--- src/rtl/ulpi_link_pkg.sv ---
package ulpi_link_pkg;

    typedef enum logic [2:0] {
        ST_IDLE,
        ST_CMD,
        ST_TDATA,
        ST_WDATA,
        ST_STP,
        ST_RTURN,
        ST_RDATA
    } lk_state_e;

    // top two bits of every command byte
    typedef enum logic [1:0] {
        OP_NONE = 2'b00,
        OP_TX   = 2'b01,
        OP_WR   = 2'b10,
        OP_RD   = 2'b11
    } lk_op_e;

    localparam int unsigned OP_W = 2;

endpackage

--- src/rtl/ulpi_dir_track.sv ---
module ulpi_dir_track (
    input  logic clk_i,
    input  logic rst_ni,
    input  logic dir_i,
    output logic turn_o,
    output logic link_owns_o,
    output logic phy_valid_o
);

    logic dir_d, dir_q;

    always_comb begin
        dir_d       = dir_i;
        turn_o      = dir_i ^ dir_q;
        link_owns_o = !dir_i && !turn_o;
        phy_valid_o = dir_i && !turn_o;
    end

    always_ff @(posedge clk_i) begin
        if (!rst_ni) dir_q <= 1'b0;
        else         dir_q <= dir_d;
    end


    turn_release_chk: assert property (@(posedge clk_i) disable iff (!rst_ni)
        (dir_i != $past(dir_i)) |-> !link_owns_o && !phy_valid_o);

endmodule

--- src/rtl/ulpi_rx_sort.sv ---
module ulpi_rx_sort #(
    parameter int unsigned DW = 8
) (
    input  logic          clk_i,
    input  logic          rst_ni,
    input  logic          phy_valid_i,
    input  logic          nxt_i,
    input  logic [DW-1:0] data_i,
    input  logic          suppress_i,
    output logic          rx_valid_o,
    output logic          rx_cmd_o,
    output logic [DW-1:0] rx_data_o
);

    typedef struct packed {
        logic          valid;
        logic          cmd;
        logic [DW-1:0] data;
    } rx_t;

    rx_t rx_d, rx_q;

    always_comb begin
        rx_d       = rx_q;
        rx_d.valid = phy_valid_i && !suppress_i;
        if (phy_valid_i) begin
            rx_d.cmd  = !nxt_i;
            rx_d.data = data_i;
        end
        rx_valid_o = rx_q.valid;
        rx_cmd_o   = rx_q.cmd;
        rx_data_o  = rx_q.data;
    end

    always_ff @(posedge clk_i) begin
        if (!rst_ni) rx_q <= '{valid: 1'b0, cmd: 1'b0, data: '0};
        else         rx_q <= rx_d;
    end


    rx_after_phy_chk: assert property (@(posedge clk_i) disable iff (!rst_ni)
        rx_valid_o |-> $past(phy_valid_i) && !$past(suppress_i));


    rx_kind_chk: assert property (@(posedge clk_i) disable iff (!rst_ni)
        rx_valid_o |-> (rx_cmd_o == !$past(nxt_i)));

endmodule

--- src/rtl/ulpi_tx_seq.sv ---
module ulpi_tx_seq
    import ulpi_link_pkg::*;
#(
    parameter int unsigned DW = 8
) (
    input  logic             clk_i,
    input  logic             rst_ni,
    input  logic             dir_i,
    input  logic             turn_i,
    input  logic             link_owns_i,
    input  logic             phy_valid_i,
    input  logic             nxt_i,
    input  logic [DW-1:0]    bus_i,
    input  logic             tx_valid_i,
    input  logic [DW-1:0]    tx_data_i,
    input  logic             tx_last_i,
    output logic             tx_ready_o,
    input  logic             reg_req_i,
    input  logic             reg_wr_i,
    input  logic [DW-OP_W-1:0] reg_addr_i,
    input  logic [DW-1:0]    reg_wdata_i,
    output logic             reg_ack_o,
    output logic [DW-1:0]    reg_rdata_o,
    output logic [DW-1:0]    bus_o,
    output logic             stp_o,
    output logic             rd_capture_o
);

    localparam int unsigned AW    = DW - OP_W;
    localparam int unsigned PID_W = DW / 2;
    localparam int unsigned PAD_W = AW - PID_W;

    typedef struct packed {
        lk_state_e     st;
        lk_op_e        op;
        logic [AW-1:0] addr;
        logic [DW-1:0] wdata;
        logic          ack;
        logic [DW-1:0] rdata;
    } seq_t;

    localparam seq_t SEQ_RST = '{st: ST_IDLE, op: OP_NONE, addr: '0,
                                 wdata: '0, ack: 1'b0, rdata: '0};

    seq_t s_d, s_q;
    logic accept;
    logic [DW-1:0] cmd_byte;

    always_comb begin
        s_d          = s_q;
        s_d.ack      = 1'b0;
        accept       = link_owns_i && nxt_i;
        tx_ready_o   = 1'b0;
        rd_capture_o = 1'b0;
        stp_o        = 1'b0;
        bus_o        = '0;

        if (s_q.op == OP_TX)
            cmd_byte = {OP_TX, {PAD_W{1'b0}}, tx_data_i[PID_W-1:0]};
        else
            cmd_byte = {s_q.op, s_q.addr};

        unique case (s_q.st)
            ST_IDLE: begin
                if (reg_req_i && !s_q.ack) begin
                    s_d.op    = reg_wr_i ? OP_WR : OP_RD;
                    s_d.addr  = reg_addr_i;
                    s_d.wdata = reg_wdata_i;
                    s_d.st    = ST_CMD;
                end else if (tx_valid_i) begin
                    s_d.op = OP_TX;
                    s_d.st = ST_CMD;
                end
            end
            ST_CMD: begin
                bus_o = cmd_byte;
                if (accept) begin
                    unique case (s_q.op)
                        OP_TX: begin
                            if (tx_valid_i) begin
                                tx_ready_o = 1'b1;
                                s_d.st     = tx_last_i ? ST_STP : ST_TDATA;
                            end
                        end
                        OP_WR:   s_d.st = ST_WDATA;
                        OP_RD:   s_d.st = ST_RTURN;
                        default: s_d.st = ST_IDLE;
                    endcase
                end
            end
            ST_TDATA: begin
                bus_o = tx_data_i;
                if (accept && tx_valid_i) begin
                    tx_ready_o = 1'b1;
                    if (tx_last_i) s_d.st = ST_STP;
                end
            end
            ST_WDATA: begin
                bus_o = s_q.wdata;
                if (accept) s_d.st = ST_STP;
            end
            ST_STP: begin
                stp_o   = 1'b1;
                s_d.st  = ST_IDLE;
                s_d.ack = (s_q.op == OP_WR);
            end
            ST_RTURN: begin
                if (dir_i && turn_i) s_d.st = ST_RDATA;
            end
            ST_RDATA: begin
                if (phy_valid_i && !nxt_i) begin
                    rd_capture_o = 1'b1;
                    s_d.rdata    = bus_i;
                    s_d.ack      = 1'b1;
                    s_d.st       = ST_IDLE;
                end
            end
            default: s_d.st = ST_IDLE;
        endcase

        reg_ack_o   = s_q.ack;
        reg_rdata_o = s_q.rdata;
    end

    always_ff @(posedge clk_i) begin
        if (!rst_ni) s_q <= SEQ_RST;
        else         s_q <= s_d;
    end


    cmd_nonzero_chk: assert property (@(posedge clk_i) disable iff (!rst_ni)
        (s_q.st == ST_CMD) |-> (bus_o != '0));


    ready_needs_nxt_chk: assert property (@(posedge clk_i) disable iff (!rst_ni)
        tx_ready_o |-> nxt_i && !dir_i && !turn_i);


    stp_single_chk: assert property (@(posedge clk_i) disable iff (!rst_ni)
        stp_o |=> !stp_o);


    reg_ack_pulse_chk: assert property (@(posedge clk_i) disable iff (!rst_ni)
        reg_ack_o |=> !reg_ack_o);


    no_restart_on_ack_chk: assert property (@(posedge clk_i) disable iff (!rst_ni)
        (reg_ack_o && reg_req_i) |=> (s_q.op == OP_TX) || (s_q.st == ST_IDLE));

endmodule

--- src/rtl/ulpi_link_ctrl.sv ---
module ulpi_link_ctrl #(
    parameter int unsigned DW = 8
) (
    input  logic          clk,
    input  logic          rst_n,
    input  logic          ulpi_dir,
    input  logic          ulpi_nxt,
    input  logic [DW-1:0] ulpi_data_i,
    output logic [DW-1:0] ulpi_data_o,
    output logic          ulpi_data_oe,
    output logic          ulpi_stp,
    input  logic          tx_valid,
    input  logic [DW-1:0] tx_data,
    input  logic          tx_last,
    output logic          tx_ready,
    output logic          rx_valid,
    output logic          rx_cmd,
    output logic [DW-1:0] rx_data,
    input  logic          reg_req,
    input  logic          reg_wr,
    input  logic [DW-3:0] reg_addr,
    input  logic [DW-1:0] reg_wdata,
    output logic          reg_ack,
    output logic [DW-1:0] reg_rdata
);

    logic turn, link_owns, phy_valid, rd_capture;

    ulpi_dir_track i_dir (
        .clk_i       (clk),
        .rst_ni      (rst_n),
        .dir_i       (ulpi_dir),
        .turn_o      (turn),
        .link_owns_o (link_owns),
        .phy_valid_o (phy_valid)
    );

    ulpi_tx_seq #(.DW(DW)) i_seq (
        .clk_i        (clk),
        .rst_ni       (rst_n),
        .dir_i        (ulpi_dir),
        .turn_i       (turn),
        .link_owns_i  (link_owns),
        .phy_valid_i  (phy_valid),
        .nxt_i        (ulpi_nxt),
        .bus_i        (ulpi_data_i),
        .tx_valid_i   (tx_valid),
        .tx_data_i    (tx_data),
        .tx_last_i    (tx_last),
        .tx_ready_o   (tx_ready),
        .reg_req_i    (reg_req),
        .reg_wr_i     (reg_wr),
        .reg_addr_i   (reg_addr),
        .reg_wdata_i  (reg_wdata),
        .reg_ack_o    (reg_ack),
        .reg_rdata_o  (reg_rdata),
        .bus_o        (ulpi_data_o),
        .stp_o        (ulpi_stp),
        .rd_capture_o (rd_capture)
    );

    ulpi_rx_sort #(.DW(DW)) i_rx (
        .clk_i       (clk),
        .rst_ni      (rst_n),
        .phy_valid_i (phy_valid),
        .nxt_i       (ulpi_nxt),
        .data_i      (ulpi_data_i),
        .suppress_i  (rd_capture),
        .rx_valid_o  (rx_valid),
        .rx_cmd_o    (rx_cmd),
        .rx_data_o   (rx_data)
    );

    assign ulpi_data_oe = link_owns;


    no_drive_turn_chk: assert property (@(posedge clk) disable iff (!rst_n)
        ulpi_data_oe |-> !ulpi_dir && !$past(ulpi_dir));


    read_not_rx_chk: assert property (@(posedge clk) disable iff (!rst_n)
        rd_capture |=> !rx_valid && reg_ack);


    stp_then_idle_chk: assert property (@(posedge clk) disable iff (!rst_n)
        ulpi_stp |-> ulpi_data_o == '0);

endmodule

--- config.mk ---
export PLATFORM = sky130hd
export DESIGN_NAME = ulpi_link_ctrl
export DESIGN_NICKNAME = d
export VERILOG_FILES = /design/src/rtl/ulpi_link_pkg.sv /design/src/rtl/ulpi_dir_track.sv /design/src/rtl/ulpi_rx_sort.sv /design/src/rtl/ulpi_tx_seq.sv /design/src/rtl/ulpi_link_ctrl.sv
export SDC_FILE = /design/constraint.sdc
export NUM_CORES = 1
export LEC_CHECK = 0
export BUFFER_PORTS_ARGS = -buffer_cell sky130_fd_sc_hd__clkbuf_2
export CORE_MARGIN = 4
export CORE_UTILIZATION = 48
export DETAILED_ROUTE_END_ITERATION = 7
export GPL_ROUTABILITY_DRIVEN = 1
export PLACE_DENSITY = 0.79
export SETUP_SLACK_MARGIN = 0.2
export SLEW_MARGIN = 20
export SYNTH_ARGS = -nofsm -noshare
export SYNTH_HDL_FRONTEND = slang
export SYNTH_SLANG_ARGS = --single-unit
--- constraint.sdc ---
create_clock -name clk -period 2.2 [get_ports clk]
set_input_delay 0 -clock clk [delete_from_list [all_inputs] [get_ports clk]]
set_output_delay 0 -clock clk [all_outputs]
set_load 0.1 [all_outputs]
# Yosys cells after proc, flatten, opt, wreduce, memory -nomap -nowiden
# Index checks and enable logic that the tools add are counted.
# op_classes
bitwise	1
muxes	25
eq_ne	17
reduce_logical	19
# op_table
operator	n
$mux 3	8
$pmux 8 s3	1
$pmux 3 s6	1
$mux 5	2
$ne 2x1->1 const B	5
$eq 3x3->1 const B	3
$mux 9	1
$pmux 3 s3	1
$logic_and 1x1->1	8
$mux 1	8
$mux 8	1
$reduce_and 8->1	1
$eq 3x2->1 const B	2
$reduce_and 2->1	3
$logic_not 1->1	5
$eq 2x2->1 const B	2
$pmux 1 s2	2
$eq 3x1->1 const B	1
$logic_not 3->1	1
$ne 3x2->1 const B	1
$ne 3x3->1 const B	1
$eq 2x1->1 const B	1
$ne 2x2->1 const B	1
$reduce_bool 2->1	1
$xor 1x1->1	1
# word_totals
register_bits	39

# Logic depth before layout (Yosys ltp)
# logic_depth
word_depth	8
depth_mapped	6
ltp_nobuf	5

# By module
# From an unflattened synthesis, not the netlist that was laid out.
# hier_totals
cells_unflattened	209
hier_area_um2	1868.0
# modules_own_cells
module	instances	cells_per_inst	area_each_um2
ulpi_tx_seq	1	173	1443.9
ulpi_rx_sort	1	30	365.4
ulpi_dir_track	1	6	58.8

# Worst setup path after synthesis
# Ideal clock, no wire load.
# synth_path
path_kind	register -> register
from	reg i_seq.s_q[26] in the netlist's numbering
to	reg i_seq.s_q (netlist bit i_seq.reg_ack_o)
path_buffers	1
stages_incl_launch_ff	5
required_time_ps	2126
slack_ps	-835
setup_ps	74
arrival_time_ps	2961
path_cell_list	dfxtp_1 -> clkbuf_1 -> nor3_1 -> a21oi_1 -> nor2_1
# synth_between
elab_chain_len	2
elab_cells_between_ends	3
# synth_lines
item	line	rtl
start, declared	ulpi_tx_seq.sv:45	seq_t s_d, s_q;
start signal, assigned	ulpi_tx_seq.sv:126	if (!rst_ni) s_q <= SEQ_RST;
start signal, assigned	ulpi_tx_seq.sv:127	else s_q <= s_d;
$eq 3x3->1	ulpi_tx_seq.sv:63	unique case (s_q.st)
$pmux 1 s2 *	ulpi_tx_seq.sv:63	
# Mark *: on every way between the ends. The rest lies on a longest branch, timed or not.
# A chain may end at the register's enable or synchronous reset.

# Worst setup path in the final report
# layout_path
from	reg i_seq.s_q[25] in the netlist's numbering
to	out tx_ready
# layout_between
elab_chain_len	2
elab_cells_between_ends	3
# layout_lines
item	line	rtl
$eq 3x2->1 / $eq 3x1->1 (equally long branches)	ulpi_tx_seq.sv:63	
$pmux 1 s2 *	ulpi_tx_seq.sv:63	
end, declared	ulpi_link_ctrl.sv:15	output logic tx_ready,
# Marks and branches as above.

==> run_results.csv <==
group,metric,value,unit
finish,fillCellCount,255,
setup_path,crit_path_start_kind,"register",
sta,setup_violations,0,
logic_synthesis,synth.ff_latch_count,39,
floorplanning,fp.dieArea,4740,sq um
sta,finClkSkew,0.00620,ns
finish,most_frequent_standard_cell_in_the_layout_excluding_fill_and_tap_cells,"sky130_fd_sc_hd__clkbuf_2",
global_route,gr-total-overflow,0,
clock_tree,ctsHtreeMaxLevel,2,
outcome,run_status,"completed",
placement,port_buffers,67,
detailed_routing,num_vias,1808,
detailed_routing,detail-route-antenna-nets,0,
setup_path,worst_path_dominant_cell_family,"flip-flops",
logic_synthesis,ys_seq_area_share,43.9,%
global_route,largest_net_degree_at_the_start_of_global_routing,38,
setup_path,critPathKind,"reg2out",
setup_path,worstPathArrival,1.88,ns
clock_tree,ctsRootBufferMaster,"sky130_fd_sc_hd__clkbuf_8",
setup_path,endpoint_kind,"output port",
finish,syn2layout_area_growth,42.3,%
sta,timing_worst_slew_pin_value,0.629,ns
setup_path,critical_path.reg2reg.startpoint,"i_seq.s_q[27]",
clock_tree,clkSlewWorstSetupHoldPaths,0.08,ns
flow_run,drv_cap,0,
floorplanning,fp.dieH,68.8,microns
global_route,global_route.usage.total,21.4,%
power_and_ir_drop,p_leak,1.13,nW
placement,detailedPlace.worstSlack,0.237,ns
floorplanning,start_util,51.6,%
detailed_routing,wirelength,4.82,mm
clock_tree,cts_num_sinks,39,
hold_path,hold_path.class,"in2reg",
power_and_ir_drop,power-per-cell-area,934,nW/um^2
sta,layout_worst_path_cycle_share,85.4,%
floorplanning,fp.coreArea,3440,sq um
logic_synthesis,mappedNetlistArea,1780,sq um
clock_tree,cts_tree,"done",
global_route,grt_pass1_wl,7.48,mm
sta,drv_slew,0,
detailed_routing,drt-wirelength-per-cell,13.9,microns
logic_synthesis,synth_nets,259,
placement,gp_routability_congestion,1.00,
setup_path,slowest_stage,"sky130_fd_sc_hd__dfxtp_2",
detailed_routing,initialDrtViolationCount,183,
setup_path,timing.critical_path.from,"i_seq.s_q[25]",
power_and_ir_drop,vdd_drop_max,0.000657,V
hold_path,min-delay-start,"rst_n",
sta,hold-worst-slack,0.0206,ns
setup_path,crit_path_cell_chain,"nor4bb_1, o21a_1, and4_1, clkbuf_4",
setup_path,worst_ep_required_time,2.20,ns
sta,fmax,533,MHz
finish,multiInputGateArea,880,sq um
placement,dp_hpwl,3.26,mm
sta,total_negative_slack,0,ns
setup_path,critical_path.n_buffers_inverters,1,
global_route,antenna_found_initial,0,
logic_synthesis,synth_cell_types,36,
clock_tree,clock_buffer_depth,2,
floorplanning,die_w,68.8,microns
floorplanning,std_cell_rows,21,
sta,rsz0062_at_grt,"true",
detailed_routing,viasPerCell,5.21,
clock_tree,insertion_delay,0.29,ns
finish,num_antenna_cells,0,
floorplanning,top_level_ports,68,
logic_synthesis,synthesis.yosys.warnings,0,
setup_path,timing.critical_path.fanout_max,14,
sta,timing.max_slew.rel_slack,58.0,%
clock_tree,cts_inserted_buffers,5,
finish,most-common-layout-cells,"sky130_fd_sc_hd__clkbuf_2, sky130_fd_sc_hd__nand2_1, sky130_fd_sc_hd__dfxtp_1",
sta,setup_ws_final,0.322,ns
logic_synthesis,syn_inst,221,
finish,ff_latch_area,785,sq um
sta,period_minus_slack,1.88,ns
finish,drive_gt1_share,30.6,%
logic_synthesis,synth_area_per_cell,8.04,sq um
detailed_routing,drcViolationCount,0,
sta,final_hold_viol_count,0,
setup_path,critical-path-max-stage-delay,0.50,ns
detailed_routing,drtPass1Iterations,5,
finish,final_nets,338,
global_route,grt_pass1_vias,1622,
## synth_stat cells, drive strengths merged
master / count / share of area, %
nor2b: 7 / 2.9
nand3b: 1 / 0.42
clkbuf: 8 / 1.7
nor4bb: 1 / 0.56
dfxtp: 39 / 44
o311ai: 1 / 0.49
a31oi: 1 / 0.35
a211o: 1 / 0.49
buf: 12 / 4.5
and3b: 1 / 0.49
mux2: 1 / 0.63
nor2: 18 / 3.9
and4: 1 / 0.49
nor3b: 2 / 0.84
nand3: 2 / 0.56
a221oi: 1 / 0.49
and3: 1 / 0.35
inv: 9 / 1.9
and2: 4 / 1.4
a22oi: 3 / 1.3
nor3: 4 / 1.4
a222oi: 5 / 2.8
o21ai: 4 / 1.1
a32o: 1 / 0.56
o31ai: 1 / 0.42
a21oi: 26 / 7.3
o21a: 1 / 0.42
or2: 1 / 0.35
nand2: 51 / 11
mux2i: 11 / 6.2
or4: 2 / 0.84
## state kept, by name (all words and copies together), names as in the netlist
name and count:
i_seq.reg_ack_o 1, i_dir.dir_q 1, i_seq.reg_rdata_o 8, i_rx.rx_data_o 8, i_rx.rx_valid_o 1, i_rx.rx_cmd_o 1, i_seq.s_q 19
## final cells by class
| type | count | share of cell area [%] |
|---|---|---|
| Timing Repair Buffer | 92 | 26.1 |
| Clock buffer | 5 | 2.72 |
| Clock inverter | 3 | 1.73 |
| Inverter | 9 | 1.34 |
| Multi-Input combinational cell | 153 | 34.8 |
| Sequential cell | 39 | 31.0 |
| Tap cell | 46 | 2.28 |
## stage by stage
stage / power, mW / cells / utilization [%] / cell area (sq um)
6_report: 2.36 / 347 / 73.5 / 2530
3_3_place_gp: 1.72 / 316 / 63.1 / 2170
2_1_floorplan: 1.51 / 221 / - / 1790
5_1_grt: 2.47 / 347 / 73.5 / 2530
3_5_place_dp: 1.74 / 316 / 63.1 / 2170
4_1_cts: 2.36 / 347 / 73.3 / 2520
## layer usage
metal	track usage [%]	vias up	wire length, microns
met4	6.81	0	90
met3	6.48	11	339
met2	35.8	65	2450
met1	26.2	827	1930
li1	-	905	-
met5	0	-	0
## kinds of logic (layout without fill, tap and decap cells)
group	after synthesis	count (layout)	share of synthesized area, %
flip-flops	39	39	43.9
buffers and inverters	29	109	8.10
AND/OR/NAND/NOR	96	96	25.4
AO/OA/AOI/OAI	45	45	15.8
multiplexers	12	12	6.83
## worst paths after layout
| check | to | slack [ns] | depth (start not counted) |
|---|---|---|---|
| worst max-delay path | tx_ready | 0.32 | 4 |
| worst min-delay path | i_dir.dir_q | 0.02 | 2 |
| worst max register to register | i_seq.s_q[27] | 0.35 | 5 |
| worst min register to register | i_rx.rx_data_o[3] | 0.46 | 2 |
## repair_timing
item	in CTS	in global routing
setup buffers	0	0
hold buffers	23	0
endpoints found under the setup margin	6	9
gates resized for setup	3	4
endpoints found under the hold margin	31	0
## power breakdown
group          internal, mW  total (mW)  switching [mW]  leakage (nW)
clock                 0.338       0.593           0.255        0.0581
combinational         0.303       0.894           0.592         0.748
sequential            0.782       0.875          0.0933         0.319
## worst reg2reg max path, delay by kind of cell (launching register included)
kind	cells	cell delay, ns
compound gates	2	0.42
buf+inv	1	0.15
flops	1	0.48
simple gates	2	0.72
Power figures use the tool's default switching activity.
